[src/rtl/adram_pkg.sv]
package adram_pkg;
  typedef enum logic [2:0] {
    ST_PAUSE,
    ST_RCAS,
    ST_RRAS,
    ST_PRE,
    ST_IDLE,
    ST_ROW,
    ST_COL,
    ST_CAS
  } adram_st_e;
endpackage

[src/rtl/adram_refresh_timer.sv]
module adram_refresh_timer #(
  parameter int REF_INT = 780
) (
  input  logic clk,
  input  logic rst_n,
  input  logic take,
  output logic pend
);
  localparam int TW = (REF_INT > 1) ? $clog2(REF_INT) : 1;

  logic [TW-1:0] tcnt;
  logic          wrap;

  assign wrap = (tcnt == TW'(REF_INT - 1));

  always_ff @(posedge clk) begin
    if (!rst_n) begin
      tcnt <= '0;
      pend <= 1'b0;
    end else begin
      tcnt <= wrap ? '0 : tcnt + 1'b1;
      if (take) pend <= 1'b0;
      if (wrap) pend <= 1'b1;
    end
  end
endmodule

[src/rtl/adram_seq.sv]
module adram_seq
  import adram_pkg::*;
#(
  parameter int PAUSE_CYC = 10000,
  parameter int INIT_CYC  = 8,
  parameter int T_CSR     = 2,
  parameter int T_RASR    = 4,
  parameter int T_RP      = 3,
  parameter int T_RAH     = 1,
  parameter int T_ASC     = 1,
  parameter int T_CAC     = 3
) (
  input  logic      clk,
  input  logic      rst_n,
  input  logic      ref_pend,
  input  logic      req_valid,
  input  logic      cyc_we,
  output adram_st_e st,
  output logic      ref_take,
  output logic      accept,
  output logic      cap_en,
  output logic      req_ready,
  output logic      ras_n,
  output logic      cas_n,
  output logic      we_n,
  output logic      oe_n,
  output logic      dq_oe
);
  localparam int M1   = (T_CSR > T_RASR) ? T_CSR : T_RASR;
  localparam int M2   = (T_RP > T_RAH) ? T_RP : T_RAH;
  localparam int M3   = (T_ASC > T_CAC) ? T_ASC : T_CAC;
  localparam int M4   = (M1 > M2) ? M1 : M2;
  localparam int M5   = (M3 > M4) ? M3 : M4;
  localparam int MAXT = (PAUSE_CYC > M5) ? PAUSE_CYC : M5;
  localparam int CW   = $clog2(MAXT + 1);
  localparam int IW   = $clog2(INIT_CYC + 1);

  adram_st_e       st_nx;
  logic [CW-1:0]   cnt;
  logic [CW-1:0]   ld_val;
  logic            load;
  logic [IW-1:0]   init_left;
  logic            done;

  assign done = (cnt == '0);

  always_comb begin
    st_nx    = st;
    load     = 1'b0;
    ld_val   = '0;
    ref_take = 1'b0;
    accept   = 1'b0;
    cap_en   = 1'b0;
    unique case (st)
      ST_PAUSE: if (done) begin
        st_nx = ST_RCAS; load = 1'b1; ld_val = CW'(T_CSR - 1); ref_take = 1'b1;
      end
      ST_RCAS: if (done) begin
        st_nx = ST_RRAS; load = 1'b1; ld_val = CW'(T_RASR - 1);
      end
      ST_RRAS: if (done) begin
        st_nx = ST_PRE; load = 1'b1; ld_val = CW'(T_RP - 1);
      end
      ST_PRE: if (done) begin
        if (init_left != '0) begin
          st_nx = ST_RCAS; load = 1'b1; ld_val = CW'(T_CSR - 1); ref_take = 1'b1;
        end else begin
          st_nx = ST_IDLE;
        end
      end
      ST_IDLE: begin
        if (ref_pend) begin
          st_nx = ST_RCAS; load = 1'b1; ld_val = CW'(T_CSR - 1); ref_take = 1'b1;
        end else if (req_valid) begin
          st_nx = ST_ROW; load = 1'b1; ld_val = CW'(T_RAH - 1); accept = 1'b1;
        end
      end
      ST_ROW: if (done) begin
        st_nx = ST_COL; load = 1'b1; ld_val = CW'(T_ASC - 1);
      end
      ST_COL: if (done) begin
        st_nx = ST_CAS; load = 1'b1; ld_val = CW'(T_CAC - 1);
      end
      ST_CAS: if (done) begin
        st_nx = ST_PRE; load = 1'b1; ld_val = CW'(T_RP - 1); cap_en = !cyc_we;
      end
      default: st_nx = ST_PAUSE;
    endcase
  end

  always_ff @(posedge clk) begin
    if (!rst_n) begin
      st        <= ST_PAUSE;
      cnt       <= CW'(PAUSE_CYC - 1);
      init_left <= IW'(INIT_CYC);
    end else begin
      st <= st_nx;
      if (load)            cnt <= ld_val;
      else if (!done)      cnt <= cnt - 1'b1;
      if (ref_take && init_left != '0) init_left <= init_left - 1'b1;
    end
  end

  assign req_ready = (st == ST_IDLE) && !ref_pend;
  assign ras_n     = !(st inside {ST_RRAS, ST_ROW, ST_COL, ST_CAS});
  assign cas_n     = !(st inside {ST_RCAS, ST_RRAS, ST_CAS});
  assign we_n      = !(cyc_we && (st inside {ST_COL, ST_CAS}));
  assign oe_n      = !(!cyc_we && (st == ST_CAS));
  assign dq_oe     = cyc_we && (st inside {ST_COL, ST_CAS});
endmodule

[src/rtl/adram_datapath.sv]
module adram_datapath
  import adram_pkg::*;
#(
  parameter int AW = 10,
  parameter int DW = 16
) (
  input  logic            clk,
  input  logic            rst_n,
  input  adram_st_e       st,
  input  logic            accept,
  input  logic            cap_en,
  input  logic [2*AW-1:0] req_addr,
  input  logic            req_we,
  input  logic [DW-1:0]   req_wdata,
  input  logic [DW-1:0]   dq_in,
  output logic            cyc_we,
  output logic [AW-1:0]   mem_addr,
  output logic [DW-1:0]   dq_out,
  output logic            rsp_valid,
  output logic [DW-1:0]   rsp_rdata
);
  logic [AW-1:0] row_q;
  logic [AW-1:0] col_q;
  logic [DW-1:0] wd_q;

  always_ff @(posedge clk) begin
    if (!rst_n) begin
      row_q     <= '0;
      col_q     <= '0;
      wd_q      <= '0;
      cyc_we    <= 1'b0;
      rsp_valid <= 1'b0;
      rsp_rdata <= '0;
    end else begin
      if (accept) begin
        row_q  <= req_addr[2*AW-1:AW];
        col_q  <= req_addr[AW-1:0];
        wd_q   <= req_wdata;
        cyc_we <= req_we;
      end
      rsp_valid <= cap_en;
      if (cap_en) rsp_rdata <= dq_in;
    end
  end

  always_comb begin
    unique case (st)
      ST_ROW:         mem_addr = row_q;
      ST_COL, ST_CAS: mem_addr = col_q;
      default:        mem_addr = '0;
    endcase
  end

  assign dq_out = wd_q;
endmodule

[src/rtl/adram_ctrl.sv]
module adram_ctrl
  import adram_pkg::*;
#(
  parameter int AW       = 10,
  parameter int DW       = 16,
  parameter int CLK_MHZ  = 50,
  parameter int PAUSE_US = 200,
  parameter int INIT_CYC = 8,
  parameter int REF_INT  = 780,
  parameter int T_CSR    = 2,
  parameter int T_RASR   = 4,
  parameter int T_RP     = 3,
  parameter int T_RAH    = 1,
  parameter int T_ASC    = 1,
  parameter int T_CAC    = 3
) (
  input  logic            clk,
  input  logic            rst_n,
  input  logic            req_valid,
  output logic            req_ready,
  input  logic            req_we,
  input  logic [2*AW-1:0] req_addr,
  input  logic [DW-1:0]   req_wdata,
  output logic            rsp_valid,
  output logic [DW-1:0]   rsp_rdata,
  output logic            ras_n,
  output logic            cas_n,
  output logic            we_n,
  output logic            oe_n,
  output logic [AW-1:0]   mem_addr,
  output logic [DW-1:0]   dq_out,
  output logic            dq_oe,
  input  logic [DW-1:0]   dq_in
);
  localparam int PAUSE_CYC = PAUSE_US * CLK_MHZ;

  adram_st_e st;
  logic      ref_pend, ref_take, accept, cap_en, cyc_we;

  adram_refresh_timer #(.REF_INT(REF_INT)) u_timer (
    .clk(clk), .rst_n(rst_n), .take(ref_take), .pend(ref_pend)
  );

  adram_seq #(
    .PAUSE_CYC(PAUSE_CYC), .INIT_CYC(INIT_CYC), .T_CSR(T_CSR), .T_RASR(T_RASR),
    .T_RP(T_RP), .T_RAH(T_RAH), .T_ASC(T_ASC), .T_CAC(T_CAC)
  ) u_seq (
    .clk(clk), .rst_n(rst_n), .ref_pend(ref_pend), .req_valid(req_valid),
    .cyc_we(cyc_we), .st(st), .ref_take(ref_take), .accept(accept),
    .cap_en(cap_en), .req_ready(req_ready), .ras_n(ras_n), .cas_n(cas_n),
    .we_n(we_n), .oe_n(oe_n), .dq_oe(dq_oe)
  );

  adram_datapath #(.AW(AW), .DW(DW)) u_dp (
    .clk(clk), .rst_n(rst_n), .st(st), .accept(accept), .cap_en(cap_en),
    .req_addr(req_addr), .req_we(req_we), .req_wdata(req_wdata), .dq_in(dq_in),
    .cyc_we(cyc_we), .mem_addr(mem_addr), .dq_out(dq_out),
    .rsp_valid(rsp_valid), .rsp_rdata(rsp_rdata)
  );
endmodule

[config.mk]
export PLATFORM = sky130hd
export DESIGN_NAME = adram_ctrl
export DESIGN_NICKNAME = d
export VERILOG_FILES = /design/src/rtl/adram_pkg.sv /design/src/rtl/adram_refresh_timer.sv /design/src/rtl/adram_seq.sv /design/src/rtl/adram_datapath.sv /design/src/rtl/adram_ctrl.sv
export SDC_FILE = /design/constraint.sdc
export NUM_CORES = 1
export LEC_CHECK = 0
export ABC_AREA = 1
export BUFFER_PORTS_ARGS = -buffer_cell sky130_fd_sc_hd__buf_2
export CAP_MARGIN = 20
export CORE_ASPECT_RATIO = 2
export CORE_MARGIN = 5
export CORE_UTILIZATION = 52
export CTS_CLUSTER_SIZE = 16
export DETAILED_ROUTE_END_ITERATION = 8
export GPL_ROUTABILITY_DRIVEN = 0
export GPL_TIMING_DRIVEN = 0
export PLACE_DENSITY = 0.89
export SETUP_SLACK_MARGIN = 0.1
export SLEW_MARGIN = 20
export SYNTH_ARGS = -nofsm -noshare
export SYNTH_HDL_FRONTEND = slang
export SYNTH_SLANG_ARGS = --single-unit
[constraint.sdc]
create_clock -name clk -period 1.7 [get_ports clk]
set_input_delay 0.085 -clock clk [delete_from_list [all_inputs] [get_ports clk]]
set_output_delay 0.085 -clock clk [all_outputs]
set_load 0.02 [all_outputs]
== Word level (Yosys, flattened, before mapping) ==
Cells that the tools add are included.
W data, S select, Z words.

* Flip-flop bits (word level): 86
* Bits of input ports: 56
* Word-level logic and storage cells: 88

* Add/sub/neg operators: 3
* Eq/ne operators: 16
* Mux-type cells: 34
* Bitwise operators: 1
* Reductions and logical operators: 23

{| class="wikitable"
|+ Operator list
! operator !! count
|-
| $pmux W14 S6 || 1
|-
| $mux W14 || 3
|-
| $mux W3 || 9
|-
| $pmux W3 S7 || 1
|-
| $pmux W10 S2 || 1
|-
| $mux W1 || 15
|-
| $logic_not A14 Y1 || 1
|-
| $sub A14 B1 Y14 const B || 1
|-
| $eq A3 B3 Y1 const B || 4
|-
| $add A10 B1 Y10 const B || 1
|-
| $eq A10 B10 Y1 const B || 1
|-
| $ne A2 B1 Y1 const B || 5
|-
| $reduce_bool A4 Y1 || 2
|-
| $reduce_and A7 Y1 || 1
|-
| $eq A3 B2 Y1 const B || 2
|-
| $logic_not A1 Y1 || 6
|-
| $pmux W1 S3 || 2
|-
| $reduce_or A2 Y1 || 3
|-
| $reduce_or A6 Y1 || 1
|-
| $logic_and A1 B1 Y1 || 4
|-
| $mux W2 || 2
|-
| $ne A2 B2 Y1 const B || 2
|-
| $reduce_bool A2 Y1 || 2
|-
| $sub A4 B1 Y4 const B || 1
|-
| 6 further kinds || 6
|}

== Depth between registers and ports, before layout ==
* Word-level depth: 6
* Depth in mapped cells: 11
* Depth with buffers taken out: 11

== Cells and area by module ==
A second synthesis with hierarchy kept.

* Cell total of the unflattened synthesis: 530
* Area, all modules: 3853.7 sq um

{| class="wikitable"
|+ Modules (own cells, without submodules)
! module !! instances !! cells each !! area an instance (sq um) !! sequential area each (sq um)
|-
| adram_datapath || 1 || 266 || 1999.4 || 1081.0
|-
| adram_seq || 1 || 194 || 1336.3 || 420.4
|-
| adram_refresh_timer || 1 || 70 || 518.0 || 220.2
|}

== Least setup slack after synthesis ==
No wires, ideal clock.

* Kind: flip-flop to flip-flop
* From: register u_seq.cnt[0]
* To: register u_dp.rsp_rdata[10]
* Arrival time: 1.397 ns
* Path slack: 0.185 ns
* Cell stages (with the launch flop): 11
* Path buffers: 1
* Path through: dfxtp_1 -> inv_1 -> ha_1 -> nand2_1 -> nor2_4 -> nand2_4 -> inv_6 -> nand3_4 -> buf_6 -> o21ai_1 -> a21oi_2

* Longest elaborated chain between the ends: 3

{| class="wikitable"
|+ RTL lines
! what !! line !! text
|-
| start: declaration || adram_seq.sv:39 || <nowiki>logic [CW-1:0] cnt;</nowiki>
|-
| start signal: assignment || adram_seq.sv:94 || <nowiki>cnt <= CW'(PAUSE_CYC - 1);</nowiki>
|-
| start signal: assignment || adram_seq.sv:98 || <nowiki>if (load) cnt <= ld_val;</nowiki>
|-
| start signal: assignment || adram_seq.sv:99 || <nowiki>else if (!done) cnt <= cnt - 1'b1;</nowiki>
|-
| $logic_not A14 Y1 || adram_seq.sv:45 || <nowiki>assign done = (cnt == '0);</nowiki>
|-
| $mux W1 || adram_seq.sv:84 || <nowiki>ST_CAS: if (done) begin</nowiki>
|-
| $mux W1 || adram_seq.sv:54 || <nowiki>unique case (st)</nowiki>
|-
| end signal: assignment || adram_datapath.sv:42 || <nowiki>if (cap_en) rsp_rdata <= dq_in;</nowiki>
|-
| end: declaration || adram_datapath.sv:20 || <nowiki>output logic [DW-1:0] rsp_rdata</nowiki>
|}

Every way passes these cells.
A chain may end at the register's enable or synchronous reset.

== Worst setup path after layout ==
* From: register u_seq.st[1]
* To: register u_dp.row_q[5]

* Longest elaborated chain between the ends: 2

{| class="wikitable"
|+ RTL lines
! what !! line !! text
|-
| start: declaration || adram_seq.sv:18 || <nowiki>output adram_st_e st,</nowiki>
|-
| start signal: assignment || adram_seq.sv:97 || <nowiki>st <= st_nx;</nowiki>
|-
| $eq A3 B3 Y1 || adram_seq.sv:54 ||
|-
| $mux W1 || adram_seq.sv:54 ||
|-
| end signal: assignment || adram_datapath.sv:36 || <nowiki>row_q <= req_addr[2*AW-1:AW];</nowiki>
|-
| end: declaration || adram_datapath.sv:22 || <nowiki>logic [AW-1:0] row_q;</nowiki>
|}

Every way passes these cells.

==> results.toml <==
[clock_tree]
cts_tree = "done"
cts_buffer_depth = 2
clk_pin_slew_ns = 0.06
cts_sinks = 86
root_buffer = "clkbuf_16"
cts_buffers = 9
clk_latency_ns = 0.35
h-tree-depth = 3

[synth]
ys_ff_latch = 86
synthDistinctLibCells = 43
yosysWarnings = 0
ys.flop_type = "dfxtp_1"
synthCells = 509
netlist_area_sq_um = 3870
synth.avg_cell_area_sq_um = 7.61
yosysSeqAreaShare_pct = 44.4
postSynth.asyncResetShare_pct = 0
synth_nets = 570
synth_edf_count = 0

[cells_and_area]
synthToLayoutAreaGrowth_pct = 40.3
drive_gt1_share_pct = 35.6
mostFrequentLayoutCells = "nor2_1, buf_2, dfxtp_1"
final_common_cell = "nor2_1"
fin_util_pct = 74.8
fin_area_sq_um = 5440
diodes = 0
layout.nets = 724

[pwr]
total_power_w = 0.00423
p_leak_nw = 2.34
cellPowerDensity_nw_per_um2 = 779
ir_worst_vdd_v = 0.000773

[sta]
worstMarginPinSlew_ns = 0.648
maxSlewHeadroom_pct = 56.8
rsz0062_at_grt = "yes"
period_needed_ns = 1.69
whs_ns = -0.0130
setup_viol = 0
slew_viol_final = 0
setup_tns_ns = 0
fin_skew_ns = 0.00734
hold_viol = 5
fin_crit_sh_pct = 99.2
fmax_mhz = 593

[floorplanning]
start_util_pct = 53.3
die_area_sq_um = 9380
coreArea_sq_um = 7270
die_y_um = 132
num_io_pins = 105
rows = 44
die_w_um = 71.0

[detailed_routing]
first_pass_iters = 5
vias_per_cell = 5.64
drc = 0
postRouteAntennaNets = 0
wire_per_inst_um = 17.0
num_vias = 4287
routed_wirelength_um = 12900
drt_iter0_drc = 230

[global_route]
antenna_found_initial = 0
grt_max_degree = 15
track_usage_pct = 24.8
grt_pass1_wl_um = 18500
grt_pass1_vias = 4181
overflow = 0

[worst_setup_path]
crit_family = "buffers and inverters"
critPathMaxStageDelay_ns = 0.38
arrival_ns = 1.92
criticalPathCategory = "reg2reg"
start_kind = "flop"
worstPathCellList = "clkinv_4 -> nand3_2 -> nor2_4 -> nand2_1 -> buf_4 -> clkbuf_4 -> o21ai_1 -> nor2_1"
cp_data_required_time_ns = 1.93
crit_buf_inv = 3
slowest_stage = "dfxtp_4"
crit_path_max_fanout = 10
worstSetupEndpointType = "flop"

[outcome]
status = "finished, violations left"
violations = "hold timing"

[worst_hold_path]
hp-class = "in2reg"

[run]
max_cap_viol_count = 0

[placed_design]
io_buffers = 104
placed_area_sq_um = 4510
dpl.hpwl_um = 8000
cell usage after synthesis (2+ instances only):
cell type | number | area share [%]
clkinv_1 | 2 | 0.19
nand3b_1 | 2 | 0.39
a21oi_1 | 24 | 3.1
nand2_2 | 3 | 0.48
nor3_1 | 8 | 1.0
clkbuf_1 | 7 | 0.68
o21ai_2 | 2 | 0.45
nand3_2 | 4 | 1.0
xnor2_1 | 2 | 0.45
buf_2 | 4 | 0.52
nor2_2 | 8 | 1.3
buf_6 | 4 | 1.2
ha_1 | 5 | 1.6
nand2_4 | 2 | 0.58
nand2_1 | 53 | 5.1
xor2_1 | 12 | 2.7
nand3_1 | 24 | 3.1
nand4_1 | 7 | 1.1
o211ai_1 | 2 | 0.39
inv_1 | 45 | 4.4
buf_4 | 3 | 0.58
inv_2 | 2 | 0.19
o21ai_0 | 41 | 5.3
a22o_1 | 10 | 2.3
o21ai_1 | 15 | 1.9
nor2_1 | 110 | 11
a21oi_2 | 3 | 0.68
nor4_1 | 2 | 0.32
nor2_4 | 4 | 1.2
dfxtp_1 | 86 | 44
power by group:
group	leakage (nW)	internal, W	total (W)	switching, W
Clock	0.146	0.00114	0.00194	0.000805
Combinational	1.50	0.000119	0.000253	0.000133
Sequential	0.697	0.00203	0.00204	0.0000143
tightest hold or removal path, stage by stage:
cell     delay, ns
buf_2         0.08
o21ai_1       0.06
nor2_1        0.07
final cells by class:
cell class              instances  area [sq um]
inverters                      51           210
fillers                       471          1830
flip-flops and latches         86          1740
multi-input cells             352          2020
clock buffers                  10           229
repair buffers                143           905
clock inverters                 6          62.6
plain buffers                  20           155
well taps                      92           115
layer usage:
metal	global-route usage (%)	part of all wire, %
met5	0	0
met4	15.7	6.4
met3	5.88	6.5
met2	47.7	54
met1	21.7	33
state kept, by name, summed over array words and instances (netlist names):
name,flops
u_dp.col_q,10
u_dp.cyc_we,1
u_dp.dq_out,16
u_dp.row_q,10
u_dp.rsp_rdata,16
u_dp.rsp_valid,1
u_seq.cnt,14
u_seq.init_left,4
u_seq.st,3
u_timer.pend,1
u_timer.tcnt,10
logic make-up (layout without fill, tap and decap cells):
kind of cell	after synthesis	in the layout	synth area share, %
AOI/OAI and AO/OA	101	101	14.9
xor gates and xnor gates	14	14	3.17
adders and majority gates	5	5	1.61
buffers and inverters	71	230	8.30
DFF	86	86	44.4
and+or+nand+nor	232	232	27.6
timing repair:
action	4_1_cts	5_1_grt
endpoints found under the hold margin	16	0
cloned	1	2
hold buffers	16	0
setup endpoints to repair	45	75
pin swaps	4	12
gates resized for setup	22	85
buffers inserted	4	16
through the flow:
| step | instances | setup slack (ns) |
|---|---|---|
| 2_1_floorplan | 509 | 0.185 |
| 3_3_place_gp | 705 | 0.00686 |
| 3_5_place_dp | 705 | -0.00680 |
| 4_1_cts | 742 | 0.0720 |
| 5_1_grt | 760 | -0.0227 |
| 6_report | 760 | 0.0128 |
final timing paths:
kind / depth (start not counted) / start / to / slack [ns]
max: 8 / u_seq.st[1]$_SDFFE_PN0P_ / u_dp.row_q[5]$_SDFFE_PN0P_ / 0.01
min: 3 / req_addr[14] / u_dp.row_q[4]$_SDFFE_PN0P_ / -0.01
max reg2reg: 8 / u_seq.st[1]$_SDFFE_PN0P_ / u_dp.row_q[5]$_SDFFE_PN0P_ / 0.01
min reg2reg: 2 / u_dp.rsp_rdata[1]$_SDFFE_PN0P_ / u_dp.rsp_rdata[1]$_SDFFE_PN0P_ / 0.45
Note: power is estimated with default switching activity, not from simulation.
